**src/rtl/csl_pkg.sv**
```systemverilog
// Shared constants and helpers for the coherent sample lock.
// Assumes a fixed six-byte bank addressed 0..5 with status at address 6.
package csl_pkg;
    localparam int NBYTES  = 6;
    localparam int BYTE_W  = 8;
    localparam int SMP_W   = NBYTES * BYTE_W;
    localparam int ADDR_W  = 3;
    localparam logic [ADDR_W-1:0] ADDR_STATUS = 3'd6;
    localparam logic [NBYTES-1:0] MASK_FULL   = {NBYTES{1'b1}};

    typedef enum logic [1:0] {
        MODE_CONT   = 2'b00,
        MODE_SINGLE = 2'b01,
        MODE_IDLE   = 2'b10,
        MODE_OFF    = 2'b11
    } op_mode_e;

    // True when some but not all bytes are marked as read.
    function automatic logic is_partial(input logic [NBYTES-1:0] m);
        return (m != '0) && (m != MASK_FULL);
    endfunction
endpackage

```
**src/rtl/csl_read_track.sv**
```systemverilog
// Records which data bytes the host has read since the last load or release.
// Assumes rd_hit is asserted only for data addresses (below NBYTES).
module csl_read_track
    import csl_pkg::*;
(
    input  logic              clk,
    input  logic              rst_n,
    input  logic              rd_hit,
    input  logic [ADDR_W-1:0] rd_idx,
    input  logic              clear,
    output logic              partial_now,
    output logic              lock
);
    logic [NBYTES-1:0] mask_q;
    logic [NBYTES-1:0] hit_vec;
    logic [NBYTES-1:0] mask_rd;

    // One decode bit per data byte.
    for (genvar k = 0; k < NBYTES; k++) begin : g_hit
        assign hit_vec[k] = rd_hit && (rd_idx == ADDR_W'(k));
    end

    // Record including this cycle's read, used to decide whether a load may proceed.
    always_comb begin
        mask_rd     = mask_q | hit_vec;
        partial_now = is_partial(mask_rd);
        lock        = is_partial(mask_q);
    end

    // Keep the record, or clear it on load or release.
    always_ff @(posedge clk) begin
        if (!rst_n)     mask_q <= '0;
        else if (clear) mask_q <= '0;
        else            mask_q <= mask_rd;
    end
endmodule

```
**src/rtl/csl_bank.sv**
```systemverilog
// Six-byte output bank with a one-deep holding slot for blocked samples.
// Assumes blocked is valid in the same cycle as smp_valid; the newest sample wins.
module csl_bank
    import csl_pkg::*;
(
    input  logic             clk,
    input  logic             rst_n,
    input  logic             smp_valid,
    input  logic [SMP_W-1:0] smp_data,
    input  logic             blocked,
    output logic             load,
    output logic [SMP_W-1:0] bank_q
);
    logic             pend_v;
    logic [SMP_W-1:0] pend_d;
    logic [SMP_W-1:0] src_d;

    // Pick the newest available sample and decide whether it goes in now.
    always_comb begin
        src_d = smp_valid ? smp_data : pend_d;
        load  = (smp_valid || pend_v) && !blocked;
    end

    // Load the bank when allowed.
    always_ff @(posedge clk) begin
        if (!rst_n)    bank_q <= '0;
        else if (load) bank_q <= src_d;
    end

    // Park a blocked arrival; drop the slot once its content (or a newer one) is loaded.
    always_ff @(posedge clk) begin
        if (!rst_n) begin
            pend_v <= 1'b0;
            pend_d <= '0;
        end else if (smp_valid && blocked) begin
            pend_v <= 1'b1;
            pend_d <= smp_data;
        end else if (load) begin
            pend_v <= 1'b0;
        end
    end
endmodule

```
**src/rtl/csl_ready_timer.sv**
```systemverilog
// Ready flag with a minimum low interval of HOLD_CYC cycles after each drop.
// Assumes HOLD_CYC >= 1; a load or off mode drops the flag and restarts the count.
module csl_ready_timer #(
    parameter int HOLD_CYC = 625
) (
    input  logic clk,
    input  logic rst_n,
    input  logic load,
    input  logic off,
    output logic rdy
);
    localparam int CNT_W = $clog2(HOLD_CYC + 1);
    localparam logic [CNT_W-1:0] CNT_RELOAD = CNT_W'(HOLD_CYC);

    logic [CNT_W-1:0] cnt_q, cnt_nxt;
    logic             fresh_q, fresh_nxt;
    logic             lower;

    // Next state of the hold counter and of the fresh-data flag.
    always_comb begin
        lower     = load || off;
        cnt_nxt   = lower ? CNT_RELOAD : ((cnt_q != '0) ? cnt_q - 1'b1 : '0);
        fresh_nxt = load ? 1'b1 : (off ? 1'b0 : fresh_q);
    end

    // Register the counter, freshness and ready flag.
    always_ff @(posedge clk) begin
        if (!rst_n) begin
            cnt_q   <= '0;
            fresh_q <= 1'b0;
            rdy     <= 1'b0;
        end else begin
            cnt_q   <= cnt_nxt;
            fresh_q <= fresh_nxt;
            rdy     <= !lower && fresh_nxt && (cnt_nxt == '0);
        end
    end
endmodule

```
**src/rtl/coherent_sample_lock.sv**
```systemverilog
// Top level: host read port, status word, release detection and data-ready pin.
// Assumes rd_en reads are single-cycle and the mode input is synchronous to clk.
module coherent_sample_lock
    import csl_pkg::*;
#(
    parameter int HOLD_CYC = 625
) (
    input  logic              clk,
    input  logic              rst_n,
    input  logic              smp_valid,
    input  logic [SMP_W-1:0]  smp_data,
    input  logic [1:0]        op_mode,
    input  logic              cfg_change,
    input  logic              reg_on,
    input  logic              rd_en,
    input  logic [ADDR_W-1:0] rd_addr,
    output logic [BYTE_W-1:0] rd_data,
    output logic              drdy
);
    logic [1:0]        mode_q;
    logic              mode_chg, release_evt, rd_hit;
    logic              partial_now, lock_q, blocked, load, clear;
    logic              off, rdy_q;
    logic [SMP_W-1:0]  bank_q;
    logic [BYTE_W-1:0] status_w;
    logic [BYTE_W-1:0] bytes_w [NBYTES];

    // Remember the mode to detect a change.
    always_ff @(posedge clk) begin
        if (!rst_n) mode_q <= MODE_CONT;
        else        mode_q <= op_mode;
    end

    // Release, blocking and clearing decisions.
    always_comb begin
        mode_chg    = (op_mode != mode_q);
        release_evt = mode_chg || cfg_change;
        rd_hit      = rd_en && (rd_addr < ADDR_W'(NBYTES));
        blocked     = partial_now && !release_evt;
        clear       = load || release_evt;
        off         = (op_mode == MODE_OFF);
    end

    csl_read_track u_track (
        .clk         (clk),
        .rst_n       (rst_n),
        .rd_hit      (rd_hit),
        .rd_idx      (rd_addr),
        .clear       (clear),
        .partial_now (partial_now),
        .lock        (lock_q)
    );

    csl_bank u_bank (
        .clk       (clk),
        .rst_n     (rst_n),
        .smp_valid (smp_valid),
        .smp_data  (smp_data),
        .blocked   (blocked),
        .load      (load),
        .bank_q    (bank_q)
    );

    csl_ready_timer #(.HOLD_CYC(HOLD_CYC)) u_rdy (
        .clk   (clk),
        .rst_n (rst_n),
        .load  (load),
        .off   (off),
        .rdy   (rdy_q)
    );

    // Slice the bank into bytes.
    for (genvar k = 0; k < NBYTES; k++) begin : g_bytes
        assign bytes_w[k] = bank_q[k*BYTE_W +: BYTE_W];
    end

    // Compose the status word and select the read data.
    always_comb begin
        status_w = {5'b0, reg_on, lock_q, rdy_q};
        if (rd_addr < ADDR_W'(NBYTES)) rd_data = bytes_w[rd_addr];
        else if (rd_addr == ADDR_STATUS) rd_data = status_w;
        else rd_data = '0;
    end

    assign drdy = rdy_q;
endmodule

```
**config.mk**
```make
export PLATFORM = sky130hd
export DESIGN_NAME = coherent_sample_lock
export DESIGN_NICKNAME = d
export VERILOG_FILES = /design/src/rtl/csl_pkg.sv /design/src/rtl/csl_read_track.sv /design/src/rtl/csl_bank.sv /design/src/rtl/csl_ready_timer.sv /design/src/rtl/coherent_sample_lock.sv
export SDC_FILE = /design/constraint.sdc
export NUM_CORES = 1
export LEC_CHECK = 0
export ABC_AREA = 1
export CAP_MARGIN = 25
export CORE_ASPECT_RATIO = 0.6
export CORE_MARGIN = 2
export CORE_UTILIZATION = 50
export CTS_BUF_LIST = sky130_fd_sc_hd__clkbuf_8 sky130_fd_sc_hd__clkbuf_16
export DETAILED_ROUTE_END_ITERATION = 6
export DONT_BUFFER_PORTS = 1
export SYNTH_ARGS = -nofsm -noshare
export SYNTH_HDL_FRONTEND = slang
export SYNTH_SLANG_ARGS = --single-unit
export TNS_END_PERCENT = 1
```
**constraint.sdc**
```tcl
create_clock -name clk -period 2 [get_ports clk]
set_input_delay 0.1 -clock clk [delete_from_list [all_inputs] [get_ports clk]]
set_output_delay 0.1 -clock clk [all_outputs]
set_load 0.005 [all_outputs]
```
## Word-level counts from Yosys, hierarchy flattened

Cells that the tools add are included.

| cells by class | value |
|---|---|
| add/subtract/negate cells | 1 |
| $mul | 0 |
| div/mod/pow operators | 0 |
| magnitude comparators | 2 |
| equal/unequal tests | 10 |
| shifts and indexed selects | 0 |
| multiplexer cells | 12 |
| bitwise logic cells | 3 |
| reductions and logical operators | 28 |

Operator list:

| cell | count |
|---|---|
| $mux 48 | 1 |
| $bmux 8 s3 | 1 |
| $mux 8 | 3 |
| $mux 10 | 2 |
| $logic_and 1x1->1 | 14 |
| $ne 6x6->1 const B | 2 |
| $reduce_bool 6->1 | 2 |
| $logic_not 10->1 | 1 |
| $reduce_bool 10->1 | 1 |
| $sub 10x1->10 const B | 1 |
| $eq 3x3->1 const B | 3 |
| $eq 3x2->1 const B | 2 |
| $or 6x6->6 | 1 |
| $ge 4x4->1 const B | 1 |
| $logic_or 1x1->1 | 4 |
| $mux 1 | 4 |
| $not 3->4 | 1 |
| $eq 3x1->1 const B | 1 |
| $logic_not 1->1 | 3 |
| $logic_not 3->1 | 1 |
| $lt 3x3->1 const B | 1 |
| $mux 3 | 1 |
| $eq 2x2->1 const B | 1 |
| $ne 2x2->1 | 1 |
| 3 further kinds | 3 |

| word-level totals | value |
|---|---|
| bits in registers | 117 |
| bits in latches | 0 |
| bits in writable memories | 0 |
| bits in read-only memories | 0 |
| input bits | 59 |
| output and inout port bits | 9 |
| logic and storage cells | 64 |
| memories | 0 |

## Logic depth before layout (Yosys ltp)

| depth | value |
|---|---|
| depth after elaboration | 13 |
| mapped depth | 14 |
| depth with buffers taken out | 14 |

## By module

Synthesis repeated with hierarchy kept, for this count alone.

| unflattened totals | value |
|---|---|
| cells, all modules | 939 |
| area total of the unflattened synthesis | 5935.7 µm² |

By module, submodules not included:

| module | times used | cells an instance | area an instance (µm²) |
|---|---|---|---|
| csl_bank | 1 | 624 | 4175.3 |
| coherent_sample_lock | 1 | 152 | 705.7 |
| csl_ready_timer | 1 | 101 | 690.7 |
| csl_read_track | 1 | 62 | 364.1 |

## Worst setup path after synthesis

OpenSTA, ideal clock, no wires.

| timing path | value |
|---|---|
| kind | register -> register |
| start point | reg u_rdy.cnt_q[3] |
| end point | reg u_rdy.rdy |
| arrival time | 1544 ps |
| required time | 1936 ps |
| setup slack | 392 ps |
| cell stages (with the launch flop) | 9 |
| period minus slack after synthesis | 1608 ps |
| path through | dfxtp_1 or2_2 nor2_1 nand4_1 nand3_1 nand3_1 nor2_1 nand3_1 nor2_1 |

| between the ends | value |
|---|---|
| cells in the longest elaborated chain, start to end | 5 |

Ends and longest elaborated chain:

| what | RTL line | text |
|---|---|---|
| start, declared | csl_ready_timer.sv:15 | `logic [CNT_W-1:0] cnt_q, cnt_nxt;` |
| start signal, assigned | csl_ready_timer.sv:33 | `cnt_q <= cnt_nxt;` |
| $sub 10x1->10 / $reduce_bool 10->1 (equally long branches) | csl_ready_timer.sv:22 | `cnt_nxt = lower ? CNT_RELOAD : ((cnt_q != '0) ? cnt_q - 1'b1 : '0);` |
| $mux 10 (*) (2 in a row) | csl_ready_timer.sv:22 |  |
| $logic_not 10->1 (*) | csl_ready_timer.sv:35 | `rdy <= !lower && fresh_nxt && (cnt_nxt == '0);` |
| $logic_and 1x1->1 (*) | csl_ready_timer.sv:35 |  |
| end signal, assigned | csl_ready_timer.sv:35 |  |
| end, declared | csl_ready_timer.sv:10 | `output logic rdy` |

Every way passes the cells marked *; elsewhere a longest branch is shown, timed or not.
A chain may end at the register's enable or synchronous reset.

## Worst setup path in the final report

| timing path | value |
|---|---|
| start point | in rd_addr[2] |
| end point | reg u_bank.bank_q[46] |

| between the ends | value |
|---|---|
| cells in the longest elaborated chain, start to end | 9 |

Ends and longest elaborated chain:

| what | RTL line | text |
|---|---|---|
| start, declared | coherent_sample_lock.sv:16 | `input logic [ADDR_W-1:0] rd_addr,` |
| $lt 3x3->1 | coherent_sample_lock.sv:38 | `rd_hit = rd_en && (rd_addr < ADDR_W'(NBYTES));` |
| $logic_and 1x1->1 | coherent_sample_lock.sv:38 |  |
| $logic_and 1x1->1 | csl_read_track.sv:20 | `assign hit_vec[k] = rd_hit && (rd_idx == ADDR_W'(k));` |
| $or 6x6->6 (*) | csl_read_track.sv:25 | `mask_rd = mask_q \| hit_vec;` |
| $ne 6x6->1 / $reduce_bool 6->1 (equally long branches) | csl_pkg.sv:20 | `return (m != '0) && (m != MASK_FULL);` |
| $logic_and 1x1->1 (*) | csl_pkg.sv:20 |  |
| $logic_and 1x1->1 (*) | coherent_sample_lock.sv:39 | `blocked = partial_now && !release_evt;` |
| $logic_not 1->1 (*) | csl_bank.sv:21 | `load = (smp_valid \|\| pend_v) && !blocked;` |
| $logic_and 1x1->1 (*) | csl_bank.sv:21 |  |
| end signal, assigned | csl_bank.sv:27 | `else if (load) bank_q <= src_d;` |
| end, declared | csl_bank.sv:12 | `output logic [SMP_W-1:0] bank_q` |

Marks and branches as above.

==> results.sh <==
export IMPL_criticalPathCategory="primary input to register"
export IMPL_drc_errors=0
export IMPL_slew_limit_headroom=0.531
export IMPL_die_w_um=136
export IMPL_clkTransAtPathRegs_ns=0.05
export IMPL_routedWlPerCell_um=16.2
export IMPL_crit_slowest_cell="dlygate4sd3_1"
export IMPL_max_stage_delay_ns=0.61
export IMPL_ant_nets=0
export IMPL_yosysTopAreaCell="dfxtp_1"
export IMPL_synth_ff_type="dfxtp_1"
export IMPL_postLayoutCellArea_sq_um=6530
export IMPL_status="finished clean"
export IMPL_worst_pin_slew_ns=0.703
export IMPL_start_kind="primary input"
export IMPL_routed_top_layer="met4"
export IMPL_clock_skew_ns=0.00760
export IMPL_path_max_fanout=38
export IMPL_maxSlewViolCount=0
export IMPL_antenna_found_initial=0
export IMPL_ys_types=35
export IMPL_syn_area_sq_um=5210
export IMPL_worst_setup_path_end_kind="register"
export IMPL_r2r_setup_slack_ns=0.25
export IMPL_hold_violations=0
export IMPL_synth_fa_ha_area_frac=0.00240
export IMPL_fp_row_count=28
export IMPL_drv_cap=0
export IMPL_cp_cell_sequence="dlygate4sd3_1 -> nor2_2 -> nand2_1 -> nand2_1 -> nand2_1 -> nor2_1 -> nand2_1 -> nand3_2 -> nand2_4 -> clkinv_8 -> buf_16 -> o21ai_1 -> a21oi_1"
export IMPL_cp_common_cell="nand2_1"
export IMPL_pre_cts_ws_ns=0.137
export IMPL_core_area_sq_um=9980
export IMPL_viasPerCell=5.52
export IMPL_start_util=0.521
export IMPL_gp_congestion=0.890
export IMPL_die_area_sq_um=11300
export IMPL_diodes=0
export IMPL_grt_use_total=0.249
export IMPL_met3_length_um=967
export IMPL_synthMuxAreaShare=0.0923
export IMPL_io_buffer_count=0
export IMPL_wl_met2_mm=5.66
export IMPL_yosysSeqAreaShare=0.450
export IMPL_num_io_pins=68
export IMPL_dr_first_iter_drc_count=388
export IMPL_synth_nets=696
export IMPL_synth_compound_area_share=0.203
export IMPL_cp_required_ns=2.33
export IMPL_grt_overflow=0
export IMPL_die_height_um=83.0
export IMPL_clk_insertion_delay_late_ns=0.41
export IMPL_grt_pass1_wl_mm=21.9
export IMPL_fin_ws_ns=0.155
export IMPL_clock_path_buffers=2
export IMPL_h_tree_depth=4
export IMPL_setup_viol=0
export IMPL_drtPass1Iterations=5
export IMPL_place_inst=744
export IMPL_num_vias=4646
export IMPL_cellPowerDensity_nw_per_um2=944
export IMPL_dpl_instance_area_sq_um=5230
export IMPL_cts_tree="done"
export IMPL_wl_mm=13.7
export IMPL_p_leak_nw=2.63
export IMPL_min_period_over_period=0.922
export IMPL_ir_worst_vdd_mv=0.629
export IMPL_hpwl_mm=8.86
export IMPL_yosysTopAreaCellShare=0.450
export IMPL_synth_seq_cells=117
export IMPL_synth_edff_count=0
export IMPL_grt_pass1_vias=4295
export IMPL_maxClockFrequency_mhz=542
export IMPL_drive_gt1_frac=0.105
export IMPL_yosys_area_share_simple=0.165
export IMPL_arrival_ns=2.17
export IMPL_ys_warn_count=0
export IMPL_cts_root_buf="clkbuf_16"
export IMPL_setup_tns_ns=0
export IMPL_async_reset_ff_frac=0
export IMPL_hold_class="primary input to register"
export IMPL_synth_top_family_by_area="compound AO/OA/AOI/OAI gates"
export IMPL_syn_area_per_cell_sq_um=8.19
export IMPL_whs_ns=0.0158
export IMPL_final_cells=842
export IMPL_grt_start_max_net_pins=56
export IMPL_synth_cells=636
export IMPL_final_nets=754
export IMPL_synth_xor_area_share=0.00841
export IMPL_wl_met1_mm=6.76
export IMPL_yosys_top_cells_area="dfxtp_1, nand2_1, mux2i_1"
export IMPL_cts_buffers=17
export IMPL_cts_sinks=117
export IMPL_syn_to_final_growth_pct=25.4
export IMPL_period_needed_ns=1.84
-- cell usage after synthesis, drive strengths merged, types with 2 or more instances --
master,n
a21oi,107
a221o,4
a22oi,17
buf,23
clkbuf,17
dfxtp,117
inv,32
mux2i,48
nand2,152
nand3,19
nand4,6
nor2,26
nor3,2
o21ai,52
or2,2
xor2,4
-- layout make-up --
| class | instances | area (sq um) |
|---|---|---|
| clock buffer | 21 | 480 |
| clock inverter | 11 | 108 |
| fill | 842 | 3450 |
| inverter | 33 | 138 |
| multi-input combinational | 446 | 2460 |
| sequential | 117 | 2340 |
| tap | 135 | 169 |
| timing repair buffer | 79 | 833 |
-- stage by stage --
| step | utilization | total power, mW |
|---|---|---|
| 2_1_floorplan | - | 2.98 |
| 3_3_place_gp | 0.524 | 3.03 |
| 3_5_place_dp | 0.524 | 3.04 |
| 4_1_cts | 0.651 | 6.19 |
| 5_1_grt | 0.654 | 6.38 |
| 6_report | 0.654 | 6.17 |
-- report_power, final --
group	internal [mW]	switching [mW]	leakage (nW)
registers	2.44	0.0671	0.957
clock network	1.94	1.05	0.297
logic	0.292	0.378	1.37
-- kinds of logic after synthesis --
kind of cell	after synthesis
compound gates	184
xor+xnor	5
fa+ha+maj	1
buf+inv	73
flops	117
mux	48
simple gates	208
-- critical path, delay by kind of cell --
family | cells | cell delay (ns)
AOI/OAI and AO/OA | 2 | 0.24
buffers and inverters | 3 | 0.96
and+or+nand+nor | 8 | 0.86
-- cells in the final DEF (no fill, tap or decap), types with 2 or more instances in the layout --
cell and n:
mux2i_1 48, clkbuf_16 17, nand3_2 2, clkinv_2 6, dlymetal6s4s_1 2, dfxtp_1 117
clkinvlp_4 2, nor2_2 2, a22oi_1 17, clkbuf_8 4, buf_16 2, a21oi_2 16
buf_12 3, a21oi_1 91, or2_2 2, o21ai_0 27, nor3_1 2, dlygate4sd3_1 61
nand2_1 151, nand3_1 17, nand4_1 5, bufinv_16 2, a221o_1 4, nor2_1 23
buf_4 11, o21ai_1 25, inv_1 32, xor2_1 4
-- what timing repair did --
action	CTS	global route
resized for setup	0	9
hold buffers	65	0
endpoints found under the hold margin	116	0
setup buffers	0	1
endpoints found under the setup margin	0	37
-- state kept, by name (all words and copies together), names as in the netlist --
register,cells
u_rdy.rdy,1
u_bank.bank_q,48
mode_q,2
u_bank.pend_v,1
u_track.mask_q,6
u_bank.pend_d,48
u_rdy.cnt_q,10
u_rdy.fresh_q,1
-- worst paths after layout --
check,from,endpoint,cells past startpoint
min,smp_data[46],u_bank.bank_q[46],2
max,rd_addr[2],u_bank.bank_q[46],13
max reg2reg,u_rdy.cnt_q[0],u_rdy.rdy,11
min reg2reg,u_bank.pend_d[12],u_bank.pend_d[12],2
-- layer usage --
metal | vias up | global-route usage
li1 | 2295 | -
met4 | 0 | 0.0985
met5 | - | 0
met3 | 25 | 0.0611
met1 | 2166 | 0.368
met2 | 160 | 0.347
Power figures use the tool's default switching activity.
